===== config.mk =====
export PLATFORM = sky130hd
export DESIGN_NAME = wpt_top
export DESIGN_NICKNAME = d
export VERILOG_FILES = /design/src/rtl/wpt_pkg.sv /design/src/rtl/wpt_regs.sv /design/src/rtl/wpt_cmp.sv /design/src/rtl/wpt_status.sv /design/src/rtl/wpt_top.sv
export SDC_FILE = /design/constraint.sdc
export NUM_CORES = 1
export LEC_CHECK = 0
export CORE_MARGIN = 5
export CORE_UTILIZATION = 30
export DETAILED_ROUTE_END_ITERATION = 8
export HOLD_SLACK_MARGIN = 0.06
export PLACE_DENSITY_LB_ADDON = 0.1
export SYNTH_ARGS = -nofsm -noshare
export SYNTH_HDL_FRONTEND = slang
export SYNTH_SLANG_ARGS = --single-unit

===== constraint.sdc =====
create_clock -name clk -period 5.1 [get_ports clk]
set_input_delay 0.51 -clock clk [delete_from_list [all_inputs] [get_ports clk]]
set_output_delay 0.51 -clock clk [all_outputs]
set_load 0.05 [all_outputs]

===== src/rtl/wpt_pkg.sv =====
package wpt_pkg;

    typedef enum logic [1:0] {
        CMP_EQ = 2'b00,
        CMP_NE = 2'b01,
        CMP_LT = 2'b10,
        CMP_GT = 2'b11
    } cond_e;

    typedef enum logic [1:0] {
        SRC_FETCH_ADDR = 2'd0,
        SRC_LS_ADDR    = 2'd1,
        SRC_LS_DATA    = 2'd2
    } src_e;

    typedef struct packed {
        logic  brk_en;
        logic  en;
        cond_e cond;
    } wp_ctrl_t;

    localparam int CTRL_W = $bits(wp_ctrl_t);

    // Resolve a condition from the equal / below flags of one compare.
    function automatic logic cond_hit(cond_e c, logic is_eq, logic is_lt);
        logic r;
        unique case (c)
            CMP_EQ:  r = is_eq;
            CMP_NE:  r = !is_eq;
            CMP_LT:  r = is_lt;
            default: r = !is_lt && !is_eq;
        endcase
        return r;
    endfunction

endpackage


===== src/rtl/wpt_regs.sv =====
module wpt_regs
    import wpt_pkg::*;
#(
    parameter int N_CMP  = 8,
    parameter int WIDTH  = 32,
    parameter int REG_AW = 5
) (
    input  logic                             clk,
    input  logic                             rst,
    input  logic                             wr_en,
    input  logic [REG_AW-1:0]                wr_addr,
    input  logic [WIDTH-1:0]                 wr_data,
    output logic [N_CMP-1:0][WIDTH-1:0]      refs_o,
    output wp_ctrl_t [N_CMP-1:0]             ctrl_o
);

    localparam int CTRL_BASE = N_CMP;

    logic [N_CMP-1:0][WIDTH-1:0] refs_q;
    wp_ctrl_t [N_CMP-1:0]        ctrl_q;

    for (genvar g = 0; g < N_CMP; g++) begin : g_slot
        localparam logic [REG_AW-1:0] REF_A  = REG_AW'(g);
        localparam logic [REG_AW-1:0] CTRL_A = REG_AW'(CTRL_BASE + g);

        always_ff @(posedge clk) begin
            if (rst) begin
                refs_q[g] <= '0;
                ctrl_q[g] <= '0;
            end else if (wr_en) begin
                if (wr_addr == REF_A)
                    refs_q[g] <= wr_data;
                if (wr_addr == CTRL_A)
                    ctrl_q[g] <= wp_ctrl_t'(wr_data[CTRL_W-1:0]);
            end
        end
    end

    assign refs_o = refs_q;
    assign ctrl_o = ctrl_q;


    ref_write_chk: assert property (@(posedge clk) disable iff (rst)
        (wr_en && wr_addr == REG_AW'(0)) |=> (refs_o[0] == $past(wr_data)));

endmodule


===== src/rtl/wpt_cmp.sv =====
module wpt_cmp
    import wpt_pkg::*;
#(
    parameter int   WIDTH = 32,
    parameter src_e SRC   = SRC_FETCH_ADDR
) (
    input  logic             clk,
    input  logic             rst,
    input  logic             fetch_valid,
    input  logic [WIDTH-1:0] fetch_addr,
    input  logic             ls_valid,
    input  logic [WIDTH-1:0] ls_addr,
    input  logic [WIDTH-1:0] ls_data,
    input  logic [WIDTH-1:0] ref_val,
    input  wp_ctrl_t         ctrl,
    output logic             hit_d,
    output logic             hit_q,
    output logic             brk_q
);

    logic             qual;
    logic [WIDTH-1:0] sample;
    logic             is_eq;
    logic             is_lt;

    if (SRC == SRC_FETCH_ADDR) begin : g_fetch
        assign qual   = fetch_valid;
        assign sample = fetch_addr;
    end else if (SRC == SRC_LS_ADDR) begin : g_lsaddr
        assign qual   = ls_valid;
        assign sample = ls_addr;
    end else begin : g_lsdata
        assign qual   = ls_valid;
        assign sample = ls_data;
    end

    always_comb begin
        is_eq = (sample == ref_val);
        is_lt = (sample < ref_val);
        hit_d = qual && ctrl.en && cond_hit(ctrl.cond, is_eq, is_lt);
    end

    always_ff @(posedge clk) begin
        if (rst) begin
            hit_q <= 1'b0;
            brk_q <= 1'b0;
        end else begin
            hit_q <= hit_d;
            brk_q <= hit_d && ctrl.brk_en;
        end
    end


    qual_src_chk: assert property (@(posedge clk) disable iff (rst)
        hit_q |-> $past(qual));


    brk_follow_chk: assert property (@(posedge clk) disable iff (rst)
        brk_q |-> hit_q);

endmodule


===== src/rtl/wpt_status.sv =====
module wpt_status #(
    parameter int N_CMP = 8
) (
    input  logic             clk,
    input  logic             rst,
    input  logic [N_CMP-1:0] hit_d,
    input  logic [N_CMP-1:0] brk_q,
    input  logic [N_CMP-1:0] clr_mask,
    output logic [N_CMP-1:0] status_o,
    output logic             break_o
);

    logic [N_CMP-1:0] status_q;

    always_ff @(posedge clk) begin
        if (rst)
            status_q <= '0;
        else
            status_q <= (status_q & ~clr_mask) | hit_d;
    end

    assign status_o = status_q;
    assign break_o  = |brk_q;

    for (genvar g = 0; g < N_CMP; g++) begin : g_chk

        sticky_hold_chk: assert property (@(posedge clk) disable iff (rst)
            (!$past(rst) && $fell(status_q[g])) |-> $past(clr_mask[g]));
    end

endmodule


===== src/rtl/wpt_top.sv =====
module wpt_top
    import wpt_pkg::*;
#(
    parameter int  WIDTH   = 32,
    parameter int  N_IADDR = 4,
    parameter int  N_DADDR = 2,
    parameter int  N_DVAL  = 2,
    localparam int N_CMP   = N_IADDR + N_DADDR + N_DVAL,
    localparam int REG_AW  = $clog2(2 * N_CMP + 1)
) (
    input  logic              clk,
    input  logic              rst,
    input  logic              reg_wr_en,
    input  logic [REG_AW-1:0] reg_addr,
    input  logic [WIDTH-1:0]  reg_wdata,
    output logic [WIDTH-1:0]  reg_rdata,
    input  logic              fetch_valid,
    input  logic [WIDTH-1:0]  fetch_addr,
    input  logic              ls_valid,
    input  logic [WIDTH-1:0]  ls_addr,
    input  logic [WIDTH-1:0]  ls_data,
    output logic [N_CMP-1:0]  wp_event,
    output logic              break_req
);

    localparam logic [REG_AW-1:0] STAT_A = REG_AW'(2 * N_CMP);

    logic [N_CMP-1:0][WIDTH-1:0] refs;
    wp_ctrl_t [N_CMP-1:0]        ctrl;
    logic [N_CMP-1:0]            hit_d;
    logic [N_CMP-1:0]            hit_q;
    logic [N_CMP-1:0]            brk_q;
    logic [N_CMP-1:0]            clr_mask;
    logic [N_CMP-1:0]            status;

    wpt_regs #(
        .N_CMP (N_CMP),
        .WIDTH (WIDTH),
        .REG_AW(REG_AW)
    ) u_regs (
        .clk    (clk),
        .rst    (rst),
        .wr_en  (reg_wr_en),
        .wr_addr(reg_addr),
        .wr_data(reg_wdata),
        .refs_o (refs),
        .ctrl_o (ctrl)
    );

    for (genvar g = 0; g < N_CMP; g++) begin : g_cmp
        localparam src_e SRC = (g < N_IADDR)           ? SRC_FETCH_ADDR :
                               (g < N_IADDR + N_DADDR) ? SRC_LS_ADDR    :
                                                         SRC_LS_DATA;
        wpt_cmp #(
            .WIDTH(WIDTH),
            .SRC  (SRC)
        ) u_cmp (
            .clk        (clk),
            .rst        (rst),
            .fetch_valid(fetch_valid),
            .fetch_addr (fetch_addr),
            .ls_valid   (ls_valid),
            .ls_addr    (ls_addr),
            .ls_data    (ls_data),
            .ref_val    (refs[g]),
            .ctrl       (ctrl[g]),
            .hit_d      (hit_d[g]),
            .hit_q      (hit_q[g]),
            .brk_q      (brk_q[g])
        );


        off_quiet_chk: assert property (@(posedge clk) disable iff (rst)
            !$past(ctrl[g].en) |-> !wp_event[g]);


        status_set_chk: assert property (@(posedge clk) disable iff (rst)
            wp_event[g] |-> status[g]);
    end

    assign clr_mask = (reg_wr_en && reg_addr == STAT_A) ? reg_wdata[N_CMP-1:0] : '0;

    wpt_status #(
        .N_CMP(N_CMP)
    ) u_status (
        .clk     (clk),
        .rst     (rst),
        .hit_d   (hit_d),
        .brk_q   (brk_q),
        .clr_mask(clr_mask),
        .status_o(status),
        .break_o (break_req)
    );

    assign wp_event = hit_q;

    always_comb begin
        reg_rdata = '0;
        if (reg_addr < REG_AW'(N_CMP))
            reg_rdata = refs[reg_addr[$clog2(N_CMP)-1:0]];
        else if (reg_addr < STAT_A)
            reg_rdata = WIDTH'(ctrl[reg_addr[$clog2(N_CMP)-1:0]]);
        else if (reg_addr == STAT_A)
            reg_rdata = WIDTH'(status);
    end


    brk_event_chk: assert property (@(posedge clk) disable iff (rst)
        break_req |-> (|wp_event));


    reset_idle_chk: assert property (@(posedge clk)
        $past(rst) |-> (wp_event == '0 && !break_req));

endmodule


Word level (Yosys, flattened, before mapping) --
Cells that the tools add are included.
Word-level totals: bits in registers 312, input bits 138, output and inout bits 41, word-level logic and storage cells 194
Operators by class: order comparisons 11, equality and inequality tests 40, multiplexer cells 16, bitwise operators 3, reduce and logical (&&, ||, !) cells 75
Operator list (count):
- 32-bit == test | 8
- 32-bit < comparator | 8
- 32-bit binary-select mux with 3-bit select | 1
- 32-bit 2-to-1 mux | 2
- 5-bit by 4-bit == test with 1-bit output (second input constant) | 8
- 1-bit logical AND | 33
- 2-bit AND reduction | 16
- 8-bit 2-to-1 mux | 3
- 1-bit one-hot mux with 3 select lines | 8
- 5-bit by 3-bit == test with 1-bit output (second input constant) | 4
- 2-bit by 1-bit == test with 1-bit output (second input constant) | 8
- 2-bit == test (second input constant) | 8
- 1-bit zero test | 16
- 2-bit zero test | 8
- 4-bit binary-select mux with 3-bit select | 1
- 5-bit by 2-bit == test with 1-bit output (second input constant) | 2
- 8-bit AND | 1
- 8-bit NOT | 1
- 8-bit bitwise OR | 1
- 8-bit OR reduction | 1
- 5-bit by 1-bit == test with 1-bit output (second input constant) | 1
- 5-bit == test (second input constant) | 1
- 5-bit zero test | 1
- 5-bit by 4-bit < comparator with 1-bit output (second input constant) | 1
- other kinds (3) | 3

Depth between registers and ports, before layout --
Gate-level depths: netlist of the first run.
depth in word-level cells 6, mapped depth 9, gate-level depth less buffers 8

Modules after synthesis --
A second synthesis of the first run with hierarchy kept.
Second synthesis, totals: cell total of the unflattened synthesis 2225, area, all modules 21533.2 um2
By module, submodules not included:
- wpt_regs | instances 1, cells each 1018, area each 11273.3 um2
- wpt_cmp (g_cmp[0].u_cmp ...) | instances 7, cells each 121, area each 934.6 um2
- wpt_top | instances 1, cells each 204, area each 2453.6 um2
- wpt_cmp (g_cmp[5].u_cmp) | instances 1, cells each 120, area each 962.2 um2
- wpt_status | instances 1, cells each 36, area each 301.5 um2

Worst setup path before layout of the first run --
No wires, ideal clock.
path type input to output, from input reg_addr[0], to output reg_rdata[6], arrival time 2601 ps, setup slack 1989 ps, stages 6, path through buf_2 buf_4 buf_2 mux4_2 mux2i_1 o21ai_0
On the way: word-level cells in the longest chain between the ends 4, elaborated cells on any way between the ends 8
RTL lines:
- from (decl) | line wpt_top.sv:14 | input logic [REG_AW-1:0] reg_addr,
- branches (longest 3 deep; another with 5-bit < comparator)
- 32-bit 2-to-1 mux * | line wpt_top.sv:99 | if (reg_addr < REG_AW'(N_CMP))
- to (decl) | line wpt_top.sv:16 | output logic [WIDTH-1:0] reg_rdata,
Every way passes the cells marked *. The select of a mux whose other input is x is not followed.

Worst setup path after layout of the first run --
from input reg_addr[4], to output reg_rdata[4]
Same word-level chain as after synthesis.

==> results of run 1 <==
-- placed cells by master, fill, tap and decap left out, drive strengths merged, types with 18 or more instances in the layout --
master,instances
dfxtp,312
mux2i,64
a21oi,380
nor3,18
nor2,83
nand4,69
mux4,72
a31oi,21
inv,278
clkbuf,58
ha,256
o21ai,54
nand2,613
nand3,40
buf,19
clkdlybuf4s50,174
nor4,21
-- area by class of cell --
cell class              count  share of cell area (%)
multi-input cells        1828                    51.4
flip-flops and latches    312                    26.0
repair buffers            194                    7.90
clock buffers              57                    4.90
well taps                 873                    4.54
inverters                 277                    4.32
clock inverters            16                   0.895
diodes                      2                  0.0208
-- sequential cells by signal, summed over array words and instances (netlist names) --
signal             flops
g_cmp.u_cmp.brk_q      8
g_cmp.u_cmp.hit_q      8
u_regs.ctrl_o         32
u_regs.refs_o        256
u_status.status_o      8
-- worst min-delay path by stage --
stage	slack, ns	from	depth (start not counted)	end
5_1_grt	0.48	u_regs.refs_o[47]	2	u_regs.refs_o[47]
6_report	0.47	u_regs.refs_o[225]	2	u_regs.refs_o[225]
3_3_place_gp	0.46	u_regs.refs_o[129]	2	u_regs.refs_o[129]
4_1_cts	0.47	u_regs.refs_o[225]	2	u_regs.refs_o[225]
3_5_place_dp	0.46	u_regs.refs_o[225]	2	u_regs.refs_o[225]
2_1_floorplan	0.42	u_regs.ctrl_o[31]	2	g_cmp[7].u_cmp.brk_q
-- where the power goes --
| part | internal, µW | total, µW | switching, µW |
|---|---|---|---|
| Sequential | 2450 | 2470 | 17.8 |
| Clock | 1860 | 3060 | 1200 |
| Combinational | 278 | 713 | 435 |
-- cell families (layout without fill, tap and decap cells) --
kind of cell	count (synthesis)	count (layout)
AOI/OAI and AO/OA	527	527
adders and majority gates	256	256
buffers and inverters	442	544
DFF	312	312
muxes	136	136
other	0	2
and+or+nand+nor	909	909
-- layer usage --
| layer | GRT usage, % | vias up |
|---|---|---|
| met5 | 0 | - |
| met4 | 6.29 | 8 |
| met3 | 3.41 | 131 |
| met2 | 38.0 | 530 |
| met1 | 28.6 | 8952 |
| li1 | - | 9015 |
-- cells in the mapped netlist (18+ instances only) --
library cell  instances
mux2i_1              64
nor4_1               19
nand3_1              40
nand4_1              69
nor2_1               83
buf_2                22
a21oi_1             380
dfxtp_1             312
ha_1                256
clkbuf_1            105
mux4_2               72
buf_4                33
nand2_1             613
inv_1               277
nor3_1               18
a31oi_1              21
o21ai_0              52
-- worst max-delay path, delay by kind of cell --
kind | cells | cell delay [ns]
AO/OA/AOI/OAI | 1 | 0.14
AND/OR/NAND/NOR | 1 | 0.70
buffers and inverters | 3 | 1.92
-- per-stage QoR --
stage,worst slack [ns],utilization [%],hold WS [ns],instance area (µm²),total power [µW]
2_1_floorplan,1.99,-,0.425,20400,2920
3_3_place_gp,1.31,33.7,0.455,22600,3230
3_5_place_dp,1.31,33.7,0.457,22600,3240
4_1_cts,1.31,35.7,0.465,24000,6320
5_1_grt,1.13,35.7,0.479,24000,6480
6_report,1.28,35.7,0.465,24000,6250
==> impl_results.md, run 1 <==
* Slowest stage delay, CP at between 0.7 and 0.8 ns
* Unrepaired setup endpoints after global routing: false
* Met1 wire length at 36500 µm
* WL met3 at 4210 µm
* Post-synthesis cell area at between 20000 and 25000 µm²
* Drt total wl at approximately 83000 µm
* CP max-delay cell: clkdlybuf4s50_1
* Final Hold Fails at 0
* Core area at ~67000 µm²
* Fmax at roughly 260 MHz
* Clock slew at reported path FFs at 0.06 ns
* Final slew viol count at 0
* PortBufs at 178
* First-pass iteration count of the detailed router at 6
* Num CTS Buffers at 41
* Die Ht at 271 µm
* Final HPWL DP at ~62000 µm
* Fillers at around 7000
* Leak at about 0.008 µW
* Compound-Gate Fraction of Synth Area at ~14%
* # H-tree levels at 2
* CP Capture Type: output port
* Post-synthesis simple-gate area fraction at 19.3%
* Initial Util at between 30 and 40%
* Max capacitance violation total at 0
* Inst Count DP at around 3500
* Minimum clock period after layout at around 3.8 ns
* GRT Total Usage at between 20 and 25%
* Multi-input gate area at approximately 12000 µm²
* Post-Syn Nets at 2976
* Sequential standard cell area at around 6200 µm²
* Clk sinks at roughly 310
* Vias after detailed routing at about 19000
* First-pass GRT wire length at 122000 µm
* Clock insertion delay at the later pin of the skew report at about 0.57 ns
* Syn Area/Cell at 7.89 µm²
* Final period util at between 70 and 80%
* Post-synthesis mux area share at roughly 11%
* Nets at 3048
* Post-CTS sizing at 0
* CP most frequent cell: clkdlybuf4s50_1
* Synth Area in Adders at between 10% and 20%
* Setup Viol. Count Final at 0
* Startpoint type of the worst setup path: input pin
* Post-CTS Setup Inserts at 0
* Post-synthesis xor/xnor area fraction at 0%
* CP Cell Sequence: clkdlybuf4s50_1 > or2_1 > buf_4 > o21ai_0 > clkdlybuf4s50_1
* DR iter-0 viols at 1345
* Max layer used: met5
* Dominant cell type by area after synthesis: dfxtp_1
* Worst r2r src: u_regs.refs_o[155]
* CP endpoint: reg_rdata[4]
* Seq/Total Area, Yosys at between 30% and 40%
* Relative slew slack at a little over a fifth
* Yosys warning total at 0
* Worst Max-Slew Pin Slew at around 1.2 ns
* Dominant cells by area after synthesis: dfxtp_1 31%, ha_1 16%, nand2_1 11%
* DR WL/cell at approximately 23 µm
* Post-synth EDFFs at 0
* Post-route insts no fill at about 3600
* Yosys reg bits at 312
* Flop-to-flop setup slack at ~2.1 ns
* # hold bufs at CTS at 0
* R2R Path End: g_cmp[4].u_cmp.brk_q
* Antenna-violating nets left at 0
* CTS tree: built
* Total global routing overflow at 0
* CP Data Arrival Time at roughly 3.3 ns
* Layout cell share with drive strength beyond 1 at under 10%
* Post-Synthesis Cells at around 2600
* Largest net degree at the start of global routing at 97
* Primary FF master, synth: dfxtp_1
* Peak VDD IR at between 0.15 and 0.2 mV
* Setup_tns at 0 ns
* Data required, critical path at ~4.6 ns
* Site row count at 95
* I/O pin count at 179
* Via density at about 5.2
* Clock root cell: clkbuf_16
* Setup Skew at 0.0134 ns
* Post-synth ARST share at 0%
* Outcome: complete, no violations
* Vias in the first global route at between 15000 and 20000
* Worst reg-to-reg path cell count at 8
* DRC at 0
* Main combinational cell family by area after synthesis: simple AND/OR/NAND/NOR gates
* CP Max Fanout at 17
* Synth top area share at 30.7%
* Crit path from: reg_addr[4]
* Worst Hold Class: reg -> reg
* Layout area overhead at 18.0%
* Max Buffers Root-to-Sink at 3
* Met2 WL post-DR at about 40000 µm
* Kind of critical path: in -> out
* Pwr dens at 260 nW/µm²
* Die ar. at roughly 73000 µm²
* Initial antenna violation count at 7
* Synth unique cells at between 40 and 50
* Die Span X at approximately 270 µm
* Gpl congestion at 0.895
(Power assumes the default switching activity.)
==> run 2: changes to the inputs <==
==> constraint.sdc (replaced) <==
create_clock -name clk -period 3.2 [get_ports clk]
set_input_delay 0.32 -clock clk [delete_from_list [all_inputs] [get_ports clk]]
set_output_delay 0.32 -clock clk [all_outputs]
set_load 0.05 [all_outputs]
==> impl_results.md, run 2 (synthesized netlist as in run 1, its figures left out) <==
* Worst Hold Class: in -> reg
* DRC at 0
* Layout area overhead at 21.2%
* Final HPWL DP at a little over 60000 µm
* Outcome: complete, no violations
* # H-tree levels at 2
* Worst hold slack at ~0.22 ns
* Vias after detailed routing at between 15000 and 20000
* DR iter-0 viols at about 1300
* # hold bufs at CTS at 0
* Worst Max-Slew Pin Slew at approximately 1.1 ns
* Post-CTS sizing at 0
* First-pass iteration count of the detailed router at 7
* Die ar. at about 73000 µm²
* Setup Viol. Count Final at 0
* Power after layout at 9960 µW
* Die Ht at roughly 270 µm
* Minimum clock period after layout at 2.87 ns
* Post-route cell area at 24700 µm²
* Via density at about 5.2
* Num CTS Buffers at 41
* Kind of critical path: in -> out
* Clock root cell: clkbuf_16
* Clock insertion delay at the later pin of the skew report at roughly 0.57 ns
* Fmax at ~350 MHz
* Fillers at about 6900
* Die Span X at between 200 and 300 µm
* Leak at 0.00846 µW
* Post-DP Area at approximately 23000 µm²
* Setup Skew at about 0.013 ns
* PortBufs at about 180
* Drt total wl at between 80000 and 90000 µm
* Clk sinks at 312
* Total global routing overflow at 0
* Clock slew at reported path FFs at 0.06 ns
* Multi-input gate area at between 10000 and 15000 µm²
* Site row count at between 90 and 100
* CP Max Fanout at 35
* Max capacitance violation total at 0
* Vias in the first global route at between 15000 and 20000
* Largest net degree at the start of global routing at 86
* CP Data Arrival Time at about 2.6 ns
* Unrepaired setup endpoints after global routing: false
* Setup_tns at 0 ns
* Final period util at about nine tenths
* GRT Total Usage at a little over a fifth
* I/O pin count at around 180
* Pwr dens at between 400 and 500 nW/µm²
* Gpl congestion at around 0.87
* First-pass GRT wire length at between 100000 and 150000 µm
* Max Buffers Root-to-Sink at 3
* Post-CTS Setup Inserts at 0
* Number of flip-flops under the largest register name at about 260
* Final Hold Fails at 0
* Relative slew slack at ~27%
* Initial antenna violation count at 4
* Antenna-violating nets left at 0
* Commonest non-fill, non-tap cell in the layout: nand2_1
* Peak VDD IR at approximately 0.32 mV
* Startpoint type of the worst setup path: input pin
* Highest-count cells in the layout ignoring fill and taps: 613 x nand2_1, 380 x a21oi_1, 312 x dfxtp_1, 277 x inv_1, 256 x ha_1
* Sequential standard cell area at between 6000 and 7000 µm²
* Final slew viol count at 0
* Nets at around 3100
* Layout cell share with drive strength beyond 1 at 9.05%
* CP Capture Type: output port
* CTS tree: built
* Core area at roughly 67000 µm²
* Fin util at around 37%
* DR WL/cell at roughly 23 µm
* Data required, critical path at 2.88 ns
* Initial Util at a little under a third
[run 2: cell count changes in the layout (fill, tap and decap cells not counted), sizes merged]
cell           change
bufinv             -1
clkinv             -2
clkbuf             +2
clkinvlp           +1
buf               +76
clkdlybuf4s50     -32
[run 2: area by class of cell]
class | count | share of cell area, %
Clock buffer | 59 | 4.92
Tap cell | 873 | 4.42
Sequential cell | 312 | 25.3
Clock inverter | 14 | 0.739
Timing Repair Buffer | 238 | 10.4
Inverter | 277 | 4.21
Antenna cell | 2 | 0.0203
Multi-Input combinational cell | 1828 | 50.0
[run 2: layer usage]
metal | track usage (%) | vias to the layer above | wire (µm)
met1 | 29.2 | 9028 | 37200
met3 | 3.17 | 123 | 4490
met4 | 5.43 | 4 | 2060
li1 | - | 9099 | -
met5 | 0 | - | 26
met2 | 37.3 | 566 | 39400
[run 2: worst paths after layout]
| path | from | end | slack [ns] | cells after the start |
|---|---|---|---|---|
| worst max-delay path | reg_addr[0] | reg_rdata[2] | 0.33 | 7 |
| worst min-delay path | rst | u_regs.refs_o[155] | 0.22 | 2 |
| worst max register to register | u_regs.refs_o[143] | g_cmp[4].u_cmp.brk_q | 0.52 | 8 |
| worst min register to register | u_regs.refs_o[238] | u_regs.refs_o[238] | 0.47 | 2 |
[run 2: stage by stage]
step	worst slack, ns	std cells
global route	0.233	3601
floorplan	0.469	2582
finish	0.334	3603
detailed placement	0.173	3528
global placement	0.260	3528
CTS	0.383	3601
[run 2: critical path: stages]
cell and delay, ns:
buf_6 0.43, buf_4 0.43, nor2_1 0.09, and3_1 0.32, a211oi_1 0.47, a21oi_1 0.17
buf_4 0.23
[run 2: report_power, final]
group	leakage (µW)	internal, µW	switching [µW]	total, µW
Clock	0.000686	2960	1900	4850
Combinational	0.00526	462	704	1170
Sequential	0.00251	3910	23.5	3940
